<file path="config.mk">
export PLATFORM = sky130hd
export DESIGN_NAME = cnt_latch_rd
export DESIGN_NICKNAME = d
export VERILOG_FILES = /design/src/rtl/cl_pkg.sv /design/src/rtl/cl_cmd_decode.sv /design/src/rtl/cl_byte_seq.sv /design/src/rtl/cl_hold_reg.sv /design/src/rtl/cnt_latch_rd.sv
export SDC_FILE = /design/constraint.sdc
export NUM_CORES = 1
export LEC_CHECK = 0
export ABC_CLOCK_PERIOD_IN_PS = 1850
export BUFFER_PORTS_ARGS = -buffer_cell sky130_fd_sc_hd__buf_2
export CAP_MARGIN = 5
export CORE_ASPECT_RATIO = 1.1
export CORE_MARGIN = 5
export CORE_UTILIZATION = 46
export DETAILED_ROUTE_END_ITERATION = 16
export PLACE_DENSITY_LB_ADDON = 0.1
export SETUP_SLACK_MARGIN = 0.4
export SKIP_LAST_GASP = 1
export SYNTH_ARGS = -nofsm -noshare
export SYNTH_HDL_FRONTEND = slang
export SYNTH_HIERARCHICAL = 1
export SYNTH_SLANG_ARGS = --single-unit
</file>
<file path="constraint.sdc">
create_clock -name clk -period 1.85 [get_ports clk]
set_input_delay 0.37 -clock clk [delete_from_list [all_inputs] [get_ports clk]]
set_output_delay 0.37 -clock clk [all_outputs]
set_load 0.01 [all_outputs]
</file>
<file path="src/rtl/cl_pkg.sv">
package cl_pkg;

  typedef enum logic [1:0] {
    ACC_LOW_ALT = 2'b00,
    ACC_LOW     = 2'b01,
    ACC_HIGH    = 2'b10,
    ACC_BOTH    = 2'b11
  } acc_mode_e;

  localparam logic [1:0] SEL_READBACK = 2'b11;
  localparam logic [1:0] CMD_CAPTURE  = 2'b00;

endpackage

</file>
<file path="src/rtl/cl_cmd_decode.sv">
module cl_cmd_decode #(
  parameter int BYTE_W  = 8,
  parameter int CTR_IDX = 0
) (
  input  logic              cw_we,
  input  logic [BYTE_W-1:0] cw_data,
  output logic              latch_cmd
);
  import cl_pkg::*;

  localparam logic [1:0] MY_SEL = CTR_IDX[1:0];

  logic [1:0] sel_f;
  logic [1:0] cmd_f;

  always_comb begin
    sel_f     = cw_data[BYTE_W-1 -: 2];
    cmd_f     = cw_data[BYTE_W-3 -: 2];
    latch_cmd = cw_we
              && (sel_f == MY_SEL)
              && (sel_f != SEL_READBACK)
              && (cmd_f == CMD_CAPTURE);
  end

endmodule

</file>
<file path="src/rtl/cl_byte_seq.sv">
module cl_byte_seq (
  input  logic       clk,
  input  logic       rst_n,
  input  logic       rd_stb,
  input  logic       reconf,
  input  logic [1:0] acc_mode,
  output logic       ptr_q,
  output logic       hi_sel,
  output logic       rd_done
);
  import cl_pkg::*;

  logic ptr_d;
  logic ptr_en;
  logic two_byte;

  always_comb begin
    two_byte = (acc_mode == ACC_BOTH);
    hi_sel   = (acc_mode == ACC_HIGH) || (two_byte && ptr_q);
    rd_done  = rd_stb && (!two_byte || ptr_q);
    ptr_en   = reconf || (rd_stb && two_byte);
    ptr_d    = reconf ? 1'b0 : ~ptr_q;
  end

  always_ff @(posedge clk or negedge rst_n) begin
    if (!rst_n) begin
      ptr_q <= 1'b0;
    end else if (ptr_en) begin
      ptr_q <= ptr_d;
    end
  end

endmodule

</file>
<file path="src/rtl/cl_hold_reg.sv">
module cl_hold_reg #(
  parameter int CNT_W = 16
) (
  input  logic             clk,
  input  logic             rst_n,
  input  logic             latch_cmd,
  input  logic             rd_done,
  input  logic             reconf,
  input  logic [CNT_W-1:0] count_i,
  output logic             pend_q,
  output logic [CNT_W-1:0] hold_q
);

  logic pend_d;
  logic cap_en;

  always_comb begin
    cap_en = latch_cmd && !pend_q && !reconf;
    pend_d = pend_q;
    if (reconf) begin
      pend_d = 1'b0;
    end else begin
      if (rd_done) pend_d = 1'b0;
      if (cap_en)  pend_d = 1'b1;
    end
  end

  always_ff @(posedge clk or negedge rst_n) begin
    if (!rst_n) begin
      pend_q <= 1'b0;
    end else begin
      pend_q <= pend_d;
    end
  end

  always_ff @(posedge clk or negedge rst_n) begin
    if (!rst_n) begin
      hold_q <= '0;
    end else if (cap_en) begin
      hold_q <= count_i;
    end
  end

endmodule

</file>
<file path="src/rtl/cnt_latch_rd.sv">
module cnt_latch_rd #(
  parameter int BYTE_W  = 8,
  parameter int CTR_IDX = 0
) (
  input  logic                clk,
  input  logic                rst_n,
  input  logic [2*BYTE_W-1:0] count_i,
  input  logic                cw_we,
  input  logic [BYTE_W-1:0]   cw_data,
  input  logic                rd_stb,
  input  logic                reconf,
  input  logic [1:0]          acc_mode,
  output logic [BYTE_W-1:0]   rd_data
);

  localparam int CNT_W = 2 * BYTE_W;

  logic             latch_cmd;
  logic             ptr_q;
  logic             hi_sel;
  logic             rd_done;
  logic             pend_q;
  logic [CNT_W-1:0] hold_q;
  logic [CNT_W-1:0] src_val;

  cl_cmd_decode #(.BYTE_W(BYTE_W), .CTR_IDX(CTR_IDX)) u_dec (
    .cw_we     (cw_we),
    .cw_data   (cw_data),
    .latch_cmd (latch_cmd)
  );

  cl_byte_seq u_seq (
    .clk      (clk),
    .rst_n    (rst_n),
    .rd_stb   (rd_stb),
    .reconf   (reconf),
    .acc_mode (acc_mode),
    .ptr_q    (ptr_q),
    .hi_sel   (hi_sel),
    .rd_done  (rd_done)
  );

  cl_hold_reg #(.CNT_W(CNT_W)) u_hold (
    .clk       (clk),
    .rst_n     (rst_n),
    .latch_cmd (latch_cmd),
    .rd_done   (rd_done),
    .reconf    (reconf),
    .count_i   (count_i),
    .pend_q    (pend_q),
    .hold_q    (hold_q)
  );

  always_comb begin
    src_val = pend_q ? hold_q : count_i;
    rd_data = hi_sel ? src_val[CNT_W-1 -: BYTE_W] : src_val[BYTE_W-1:0];
  end

endmodule

</file>
### Word level (Yosys, flattened, before mapping)

Index checks and enable logic that the tools add are counted.

| word-level totals | value |
|---|---|
| word-level logic and storage cells | 30 |
| register bits | 18 |
| output and inout bits | 8 |
| input bits | 31 |

| cells by class | value |
|---|---|
| reduce and logical (&&, ||, !) cells | 17 |
| mux-type cells | 6 |
| eq/ne operators | 3 |
| bitwise operators | 1 |

Operators by type and width:

| cell | count |
|---|---|
| $mux 16 | 1 |
| $logic_and 1x1->1 | 8 |
| $mux 8 | 1 |
| $eq 2x2->1 const B | 2 |
| $logic_not 2->1 | 2 |
| $mux 1 | 4 |
| $logic_not 1->1 | 3 |
| $logic_or 1x1->1 | 3 |
| $reduce_bool 3->1 | 1 |
| $ne 2x2->1 const B | 1 |
| $not 1->1 | 1 |

### Logic depth before layout (Yosys ltp)

Gate-level depths: netlist of the first run.

| logic depth | value |
|---|---|
| depth in word-level cells | 8 |
| depth in mapped cells | 5 |
| depth with buffers taken out | 4 |

### Hierarchy

The synthesis of the first run kept the hierarchy.

Modules (own cells, without submodules):

| module | cells an instance | times used | seq. area each (µm²) | area an instance (µm²) |
|---|---|---|---|---|
| cl_hold_reg | 37 | 1 | 425.4 | 650.6 |
| cnt_latch_rd | 10 | 1 | 0.0 | 196.4 |
| cl_byte_seq | 9 | 1 | 25.0 | 77.6 |
| cl_cmd_decode | 2 | 1 | 0.0 | 12.5 |

### Worst setup path before layout of the first run

No wires, ideal clock.

| timing path | value |
|---|---|
| path type | input to register |
| start | input port cw_data[7] |
| end | register u_hold.hold_q[0] |
| slack | 140 ps |
| setup time | 125 ps |
| arrival | 1585 ps |
| stages | 5 |
| path buffers | 1 |
| required time | 1725 ps |
| path through | nor4_1 and2_1 nor3b_4 buf_8 mux2_2 |

| on the way | value |
|---|---|
| cells in the longest elaborated chain, start to end | 6 |
| elaborated cells on any way between the ends | 7 |
| classes of those cells | eq/ne: 1; reduce/logical: 6 |

RTL lines:

| what | line | source |
|---|---|---|
| start, declared | cnt_latch_rd.sv:9 | `input logic [BYTE_W-1:0] cw_data,` |
| $logic_not 2->1 | cl_cmd_decode.sv:20 | `&& (sel_f == MY_SEL)` |
| $logic_and 1x1->1 | cl_cmd_decode.sv:20 |  |
| $logic_and 1x1->1 * | cl_cmd_decode.sv:21 | `&& (sel_f != SEL_READBACK)` |
| $logic_and 1x1->1 * | cl_cmd_decode.sv:22 | `&& (cmd_f == CMD_CAPTURE);` |
| named net latch_cmd | cnt_latch_rd.sv:18 | `logic latch_cmd;` |
| $logic_and 1x1->1 * (2 in a row) | cl_hold_reg.sv:18 | `cap_en = latch_cmd && !pend_q && !reconf;` |
| end signal, assigned | cl_hold_reg.sv:40 | `hold_q <= count_i;` |
| end, declared | cl_hold_reg.sv:11 | `output logic [CNT_W-1:0] hold_q` |

The timed path passes the listed nets; every way through them passes the cells marked *.
A chain may end at the register's enable or synchronous reset.

### Worst setup path after layout of the first run

| timing path | value |
|---|---|
| start | register u_hold.pend_q |
| end | output port rd_data[5] |

| on the way | value |
|---|---|
| cells in the longest elaborated chain, start to end | 2 |

RTL lines:

| what | line | source |
|---|---|---|
| start, declared | cl_hold_reg.sv:10 | `output logic pend_q,` |
| start signal, assigned | cl_hold_reg.sv:32 | `pend_q <= pend_d;` |
| $mux 16 | cnt_latch_rd.sv:55 | `src_val = pend_q ? hold_q : count_i;` |
| $mux 8 | cnt_latch_rd.sv:56 | `rd_data = hi_sel ? src_val[CNT_W-1 -: BYTE_W] : src_val[BYTE_W-1:0];` |
| end, declared | cnt_latch_rd.sv:13 | `output logic [BYTE_W-1:0] rd_data` |

No other way between the ends.

==> metrics, run 1 <==
Internal roughly 0.73 mW; Mean Syn Cell Area 16.2 sq um; count of final max-slew check failures 0; GR Overflow Total 0; endpoints failing setup 1; design area 1330 sq um; P_sw approximately 0.22 mW; Area Overhead vs Synth 41.5%; Clock Power Share 0.246; routed len/inst 15.2 um; share of layout cells above drive strength 1 0.731; Overall Global Routing Usage 0.156; chip width 53.0 um; Slew headroom 0.732; post-DP HPWL 1380 um; Multi-input gate area 495 sq um; sequential share of power 0.527; CP max FO 5; Final Util 0.670; Register Area 450 sq um; CTS buffer count 3; most frequent cells in the layout buf_2, dfrtp_1, mux2_4, mux4_2; die area 3040 sq um; Cell variety after synth 17; Setup CP Type register to primary output; first-pass GRT wire length approximately 3400 um; initial antenna violation count 0; CTS tree yes; Post-route DRC 0; Comb power frac 0.227; area of the core around 2000 sq um; final net count 136; WP data arrival 1490 ps; largest net degree at the start of global routing 19; Final Routed Wirelength around 2000 um; Tmin final between 1500 and 2000 ps; setup ws final -9.72 ps; #FFs+latches synth 18; antenna cells 0; CTS Root Cell clkbuf_4; Die Y 57.3 um; switching share of power 0.236; hold slack 308 ps; Req. time, crit path between 1000 and 1500 ps; vias in the first global route just under 800; crit end category primary output; drt first-iter violations 2; class of the worst hold path input port to register; failing checks setup timing; max incr delay on CP 500 ps; DR pass1 iterations 3; row count 17; max-cap check violation count 0; I/O Buffers 34; io pins 39; slowest stage cell, crit path mux4_2; Slew @ Worst Pin 402 ps; Filler Cells Inserted around 150; net count after synthesis 89; Clock Skews around 1.0 ps; Mapped Cells 58; P_leak 0.631 nW; fmax 0.538 GHz; Hold Vio Cnt, Final 0; Warnings, synthesis 6; status finished with violations; ratio of total power to cell area 717 nW/um^2; Final period util 1.01; final setup TNS -9.72 ps; Detail Route Antenna Nets 0; # clock sinks 18; maximum VDD drop 0.000480 V; GP Congestion 0.636; final non-filler cell total 132; Startpoint Class register; CTS clk-pin slew, worst paths 100 ps; Starting Density 0.474; RSZ-0062 raised after global routing yes; drt via density 5.00; area post-placement 1200 sq um; Placed Cells 122; Clock Path Buffers 2; Vias 660; register area share after synthesis 0.481; Clk Latency, worst-skew pair between 200 and 300 ps; post-synthesis cell area 937 sq um; commonest non-fill, non-tap cell in the layout buf_2; H-tree depth 1; worst-path cell chain buf_4, mux4_2, buf_2
==> registers in the layout (all words and copies together), names as in the netlist <==
signal	cells
u_hold/hold_q	16
u_hold/pend_q	1
u_seq/ptr_q	1
==> layout make-up <==
| cell class | instances | share of cell area |
|---|---|---|
| multi-input cells | 35 | 0.374 |
| flip-flops and latches | 18 | 0.340 |
| repair buffers | 45 | 0.227 |
| clock buffers | 4 | 0.0274 |
| well taps | 28 | 0.0264 |
| inverters | 2 | 0.00566 |
==> per-stage QoR <==
step,setup WS [ps],power (mW)
3_3_place_gp,103,0.700
3_5_place_dp,82.2,0.711
2_1_floorplan,143,0.631
5_1_grt,-101,1.01
6_report,-9.72,0.951
4_1_cts,-30.0,0.956
==> logic make-up (layout without fill, tap and decap cells) <==
logic type,Yosys count,after routing,synth area share
muxes,25,25,0.401
DFF,18,18,0.481
buffers and inverters,5,51,0.0414
and+or+nand+nor,7,7,0.0548
AOI/OAI and AO/OA,3,3,0.0227
==> what timing repair did <==
action / CTS / global route
resized for setup: 1 / 6
pin swaps: 0 / 3
setup buffers: 1 / 3
cloned: 1 / 0
hold buffers: 1 / 0
endpoints found under the hold margin: 18 / 0
setup endpoints to repair: 9 / 24
==> cells in the mapped netlist (all sizes together) <==
master / count / area, sq um
buf: 2 / 26.3
a211oi: 1 / 7.51
clkbuf: 1 / 5.00
mux4: 8 / 180
and2b: 1 / 7.51
nand3: 1 / 5.00
nor3b: 1 / 18.8
a31oi: 1 / 6.26
nor4: 1 / 6.26
and2: 1 / 6.26
mux2: 17 / 195
inv: 2 / 7.51
dfrtp: 18 / 450
nor2: 2 / 7.51
a21boi: 1 / 7.51
==> critical path: cells and delay by family, from the launching register on <==
| kind | cells | cell delay, ps |
|---|---|---|
| flip-flops | 1 | 380 |
| multiplexers | 1 | 500 |
| buffers and inverters | 2 | 320 |
==> per-layer routing <==
metal / up-vias / global-route usage / wire (um)
li1: 316 / - / -
met1: 322 / 0.190 / 788
met2: 20 / 0.270 / 1090
met3: 2 / 0.0313 / 105
met4: 0 / 0.0547 / 18
met5: - / 0 / 0
==> power groups by stage <==
stage | clock, mW | sequential, mW | combinational, mW
CTS | 0.245 | 0.499 | 0.211
global placement | 0 | 0.501 | 0.199
global route | 0.264 | 0.510 | 0.236
floorplan | 0 | 0.494 | 0.137
detailed placement | 0 | 0.506 | 0.205
finish | 0.234 | 0.501 | 0.216
==> worst paths after layout <==
path                                                from                             to  slack, ps  depth (start not counted)
min reg2reg                u_hold/hold_q[13]$_DFFE_PN0P_  u_hold/hold_q[13]$_DFFE_PN0P_        510                          1
max                            u_hold/pend_q$_DFFE_PN0P_                     rd_data[5]        -10                          3
max in group asynchronous                          rst_n        u_seq/ptr_q$_DFFE_PN0P_       1030                          2
min in group asynchronous                          rst_n   u_hold/hold_q[6]$_DFFE_PN0P_        540                          2
min                                               reconf      u_hold/pend_q$_DFFE_PN0P_        310                          2
max reg2reg                    u_hold/pend_q$_DFFE_PN0P_  u_hold/hold_q[15]$_DFFE_PN0P_        360                          5
Note: power is estimated with default switching activity, not from simulation.
==> inputs of run 2 (changes only) <==
--- a/config.mk
+++ b/config.mk
@@ -7,12 +7,12 @@
 export LEC_CHECK = 0
 export ABC_CLOCK_PERIOD_IN_PS = 1850
 export BUFFER_PORTS_ARGS = -buffer_cell sky130_fd_sc_hd__buf_2
-export CAP_MARGIN = 5
 export CORE_ASPECT_RATIO = 1.1
 export CORE_MARGIN = 5
 export CORE_UTILIZATION = 46
 export DETAILED_ROUTE_END_ITERATION = 16
 export PLACE_DENSITY_LB_ADDON = 0.1
+export RECOVER_POWER = 50
 export SETUP_SLACK_MARGIN = 0.4
 export SKIP_LAST_GASP = 1
 export SYNTH_ARGS = -nofsm -noshare
==> metrics, run 2 (synthesis results as in run 1) <==
setup ws final -6.35 ps; DR pass1 iterations 2; Post-route DRC 0; maximum VDD drop 0.000482 V; Filler Cells Inserted 149; commonest non-fill, non-tap cell in the layout buf_2; share of layout cells above drive strength 1 0.721; GR Overflow Total 0; io pins 39; Comb power frac 0.227; family with the most delay on the worst path multiplexers; CTS clk-pin slew, worst paths ~100 ps; Internal 0.726 mW; final net count 136; count of final max-slew check failures 0; initial antenna violation count 0; row count 17; endpoints failing setup 2; Area Overhead vs Synth 41.4%; Clock Path Buffers 2; CP Launch Point u_hold/pend_q$_DFFE_PN0P_; P_leak approximately 0.63 nW; first-pass GRT wire length about 3400 um; worst-path cell chain buf_4, mux4_2, buf_2; class of the worst hold path input port to register; setup slack at placement roughly 82 ps; Clock Power Share 0.246; largest net degree at the start of global routing 19; Slew @ Worst Pin 958 ps; antenna cells 0; r2r setup slk 370 ps; vias in the first global route 774; sequential share of power 0.526; Final period util 1.00; crit end category primary output; RSZ-0062 raised after global routing yes; CTS tree yes; Die Y roughly 57 um; failing checks setup timing; CTS buffer count 3; most frequent cells in the layout buf_2, dfrtp_1, mux2_4, mux4_2; biggest regs u_hold/hold_q (16), u_hold/pend_q (1), u_seq/ptr_q (1); FF-to-FF path depth 5; critical path buffer and inverter count 2; GP Congestion 0.636; Worst R2R Start u_hold/pend_q$_DFFE_PN0P_; routed len/inst 15.1 um; Final Routed Wirelength 2000 um; area post-placement 1200 sq um; RR Endpoint u_hold/hold_q[15]$_DFFE_PN0P_; Slew headroom 0.361; Setup CP Type register to primary output; status finished with violations; post-DP HPWL 1380 um; # clock sinks 18; I/O Buffers 34; Clock Skews 0.510 ps; Overall Global Routing Usage 0.156; die area 3040 sq um; WP data arrival 1490 ps; max reg flops 16; P_sw 0.225 mW; H-tree depth 1; Starting Density 0.474; final setup TNS -9.52 ps; area of the core 1980 sq um; Startpoint Class register; drt first-iter violations 2; max incr delay on CP 500 ps; Vias between 600 and 700; hold slack 305 ps; Req. time, crit path 1480 ps; chip width 53.0 um; ratio of total power to cell area 718 nW/um^2; Hold Vio Cnt, Final 0; Clk Latency, worst-skew pair 280 ps; switching share of power 0.237; Top reg by flops u_hold/hold_q; Detail Route Antenna Nets 0; design area 1330 sq um; CP Capture Point rd_data[5]; slowest stage cell, crit path mux4_2; Tmin final 1860 ps; CTS Root Cell clkbuf_4; critical path depth 3; CP max FO 5; drt via density 5.02; max-cap check violation count 0; fmax approximately 0.54 GHz
-- run 2: cell count changes in the layout (fill, tap and decap cells not counted), sizes merged --
| cell | previous run | this run |
|---|---|---|
| buf | 44 | 43 |
| clkbuf | 4 | 5 |
-- run 2: per-stage QoR --
step,total power [mW],cells,util
after floorplan,0.631,58,-
after global placement,0.700,122,0.606
after detailed placement,0.711,122,0.606
after CTS,0.956,129,0.650
after global routing,1.01,132,0.670
final,0.952,132,0.670
-- run 2: what timing repair did --
action,4_1_cts,5_1_grt
buffers inserted,1,3
endpoints found under the hold margin,18,0
cloned,1,0
hold buffers,1,0
pin swaps,0,3
setup endpoints to repair,9,24
resized for setup,1,6
-- run 2: layer usage --
layer  track usage  vias to the layer above  part of all wire
met5             0                        -                 0
met4        0.0547                        0             0.021
met3        0.0313                        4             0.055
met2         0.270                       22              0.53
met1         0.190                      320              0.39
li1              -                      317                 -
-- run 2: worst min path at each step --
stage / from / endpoint / cells after the start
floorplan: rst_n / u_hold/hold_q[0]$_DFFE_PN0P_ / 0
detailed placement: rst_n / u_hold/hold_q[0]$_DFFE_PN0P_ / 1
global route: count_i[7] / u_hold/hold_q[7]$_DFFE_PN0P_ / 2
global placement: rst_n / u_hold/hold_q[0]$_DFFE_PN0P_ / 1
finish: reconf / u_hold/pend_q$_DFFE_PN0P_ / 2
CTS: reconf / u_hold/pend_q$_DFFE_PN0P_ / 2
-- run 2: power groups by stage --
stage          registers [mW]  logic, mW  clock network, mW
2_1_floorplan           0.494      0.137                  0
3_3_place_gp            0.501      0.199                  0
3_5_place_dp            0.506      0.205                  0
4_1_cts                 0.499      0.211              0.245
5_1_grt                 0.510      0.236              0.264
6_report                0.501      0.216              0.235
-- run 2: cell type report --
class	count	area, sq um	area share
tap	28	35.0	0.0264
multi-input combinational	35	495	0.374
clock buffer	4	36.3	0.0274
inverter	2	7.51	0.00567
sequential	18	450	0.340
timing repair buffer	45	300	0.227
==> inputs of run 3 (changes only) <==
--- a/config.mk
+++ b/config.mk
@@ -8,7 +8,7 @@
 export ABC_CLOCK_PERIOD_IN_PS = 1850
 export BUFFER_PORTS_ARGS = -buffer_cell sky130_fd_sc_hd__buf_2
 export CORE_ASPECT_RATIO = 1.1
-export CORE_MARGIN = 5
+export CORE_MARGIN = 8
 export CORE_UTILIZATION = 46
 export DETAILED_ROUTE_END_ITERATION = 16
 export PLACE_DENSITY_LB_ADDON = 0.1
==> metrics, run 3 (synthesis results as in run 1) <==
status finished with violations; failing checks setup timing; I/O Buffers 34; first-pass GRT wire length 3310 um; RSZ-0062 raised after global routing yes; Req. time, crit path 1480 ps; ratio of total power to cell area 735 nW/um^2; CTS Root Cell clkbuf_4; Final Util 0.684; WHS Path Cells 2; FF-to-FF path depth 4; GR Overflow Total 0; largest net degree at the start of global routing 19; commonest non-fill, non-tap cell in the layout buf_2; post-DP HPWL 1570 um; Slew headroom 0.360; area post-placement 1200 sq um; Top reg by flops u_hold/hold_q; max-cap check violation count 0; Final Routed Wirelength slightly above 2000 um; crit end category primary output; Clock Skews 2.70 ps; drt first-iter violations 1; Worst R2R Start u_hold/pend_q$_DFFE_PN0P_; Tmin final about 1900 ps; share of layout cells above drive strength 1 0.725; biggest regs u_hold/hold_q (16), u_hold/pend_q (1), u_seq/ptr_q (1); Hold Crit Start reconf; family with the most delay on the worst path multiplexers; worst-path cell chain buf_4, mux4_2, buf_2; die area 3740 sq um; Clk Latency, worst-skew pair 290 ps; GP Congestion 0.695; vias in the first global route 760; chip width 59.0 um; Hold Path End u_hold/pend_q$_DFFE_PN0P_; Setup CP Type register to primary output; setup slack at placement 73.2 ps; DR pass1 iterations 3; row count 17; routed len/inst between 15 and 20 um; Startpoint Class register; hold slack 305 ps; class of the worst hold path input port to register; Vias 657; Detail Route Antenna Nets 0; # clock sinks 18; P_leak 0.634 nW; max incr delay on CP 500 ps; count of final max-slew check failures 0; Post-route DRC 0; Die Y 63.3 um; design area between 1000 and 1500 sq um; CP max FO 5; H-tree depth 1; r2r setup slk 430 ps; initial antenna violation count 0; Final period util 1.01; fmax 0.536 GHz; area of the core 1960 sq um; setup ws final -14.4 ps; Area Overhead vs Synth 42.9%; final net count 134; CTS tree yes; io pins 39; endpoints failing setup 3; CTS clk-pin slew, worst paths 100 ps; most frequent cells in the layout buf_2, dfrtp_1, mux2_4, buf_6, mux4_2; antenna cells 0; slowest stage cell, crit path mux4_2; RR Endpoint u_hold/hold_q[10]$_DFFE_PN0P_; maximum VDD drop between 0.0004 and 0.0005 V; max reg flops 16; Starting Density 0.479; Overall Global Routing Usage 0.115; Clock Path Buffers 2; drt via density 5.05; WP data arrival 1490 ps; Slew @ Worst Pin 960 ps; Power Total slightly below 1 mW; critical path buffer and inverter count 2; CTS buffer count 3; Hold Vio Cnt, Final 0
run 3: report_power, final:
part	switching (mW)	total, mW	internal (mW)
Combinational	0.0765	0.242	0.165
Clock	0.122	0.242	0.120
Sequential	0.0381	0.501	0.463
run 3: per-stage QoR:
step	TNS [ps]	instances
finish	-17.6	130
detailed placement	0	124
global placement	0	124
floorplan	0	58
global route	-535	130
CTS	-104	130
run 3: what timing repair did:
action / in CTS / in global routing
hold buffers: 1 / 0
endpoints found under the hold margin: 16 / 0
setup endpoints to repair: 10 / 21
setup buffers: 1 / 0
gates cloned: 0 / 0
pin swaps: 0 / 4
resized for setup: 2 / 18
run 3: layout make-up:
cell class	count	area, sq um
well taps	28	35.0
flip-flops and latches	18	450
multi-input cells	35	518
repair buffers	43	292
inverters	2	7.51
fillers	154	618
clock buffers	4	36.3
run 3: worst register-to-register path: stages (launching register included):
cell and delay [ps]:
dfrtp_1 410, buf_4 170, nor3b_4 250, buf_6 180, mux2_4 300
run 3: worst max path at each step:
stage	startpoint	end	cells past startpoint
3_5_place_dp	cw_data[4]	u_hold/hold_q[12]$_DFFE_PN0P_	6
6_report	u_hold/pend_q$_DFFE_PN0P_	rd_data[4]	3
5_1_grt	u_seq/ptr_q$_DFFE_PN0P_	rd_data[6]	5
2_1_floorplan	cw_data[4]	u_hold/hold_q[0]$_DFFE_PN0P_	5
3_3_place_gp	cw_data[4]	u_hold/hold_q[11]$_DFFE_PN0P_	6
4_1_cts	u_hold/pend_q$_DFFE_PN0P_	rd_data[4]	3
run 3: layer usage:
layer  global-route usage  part of all wire
met1                0.123              0.38
met2                0.187              0.53
met3               0.0649             0.078
met4               0.0329            0.0069
met5                    0                 0
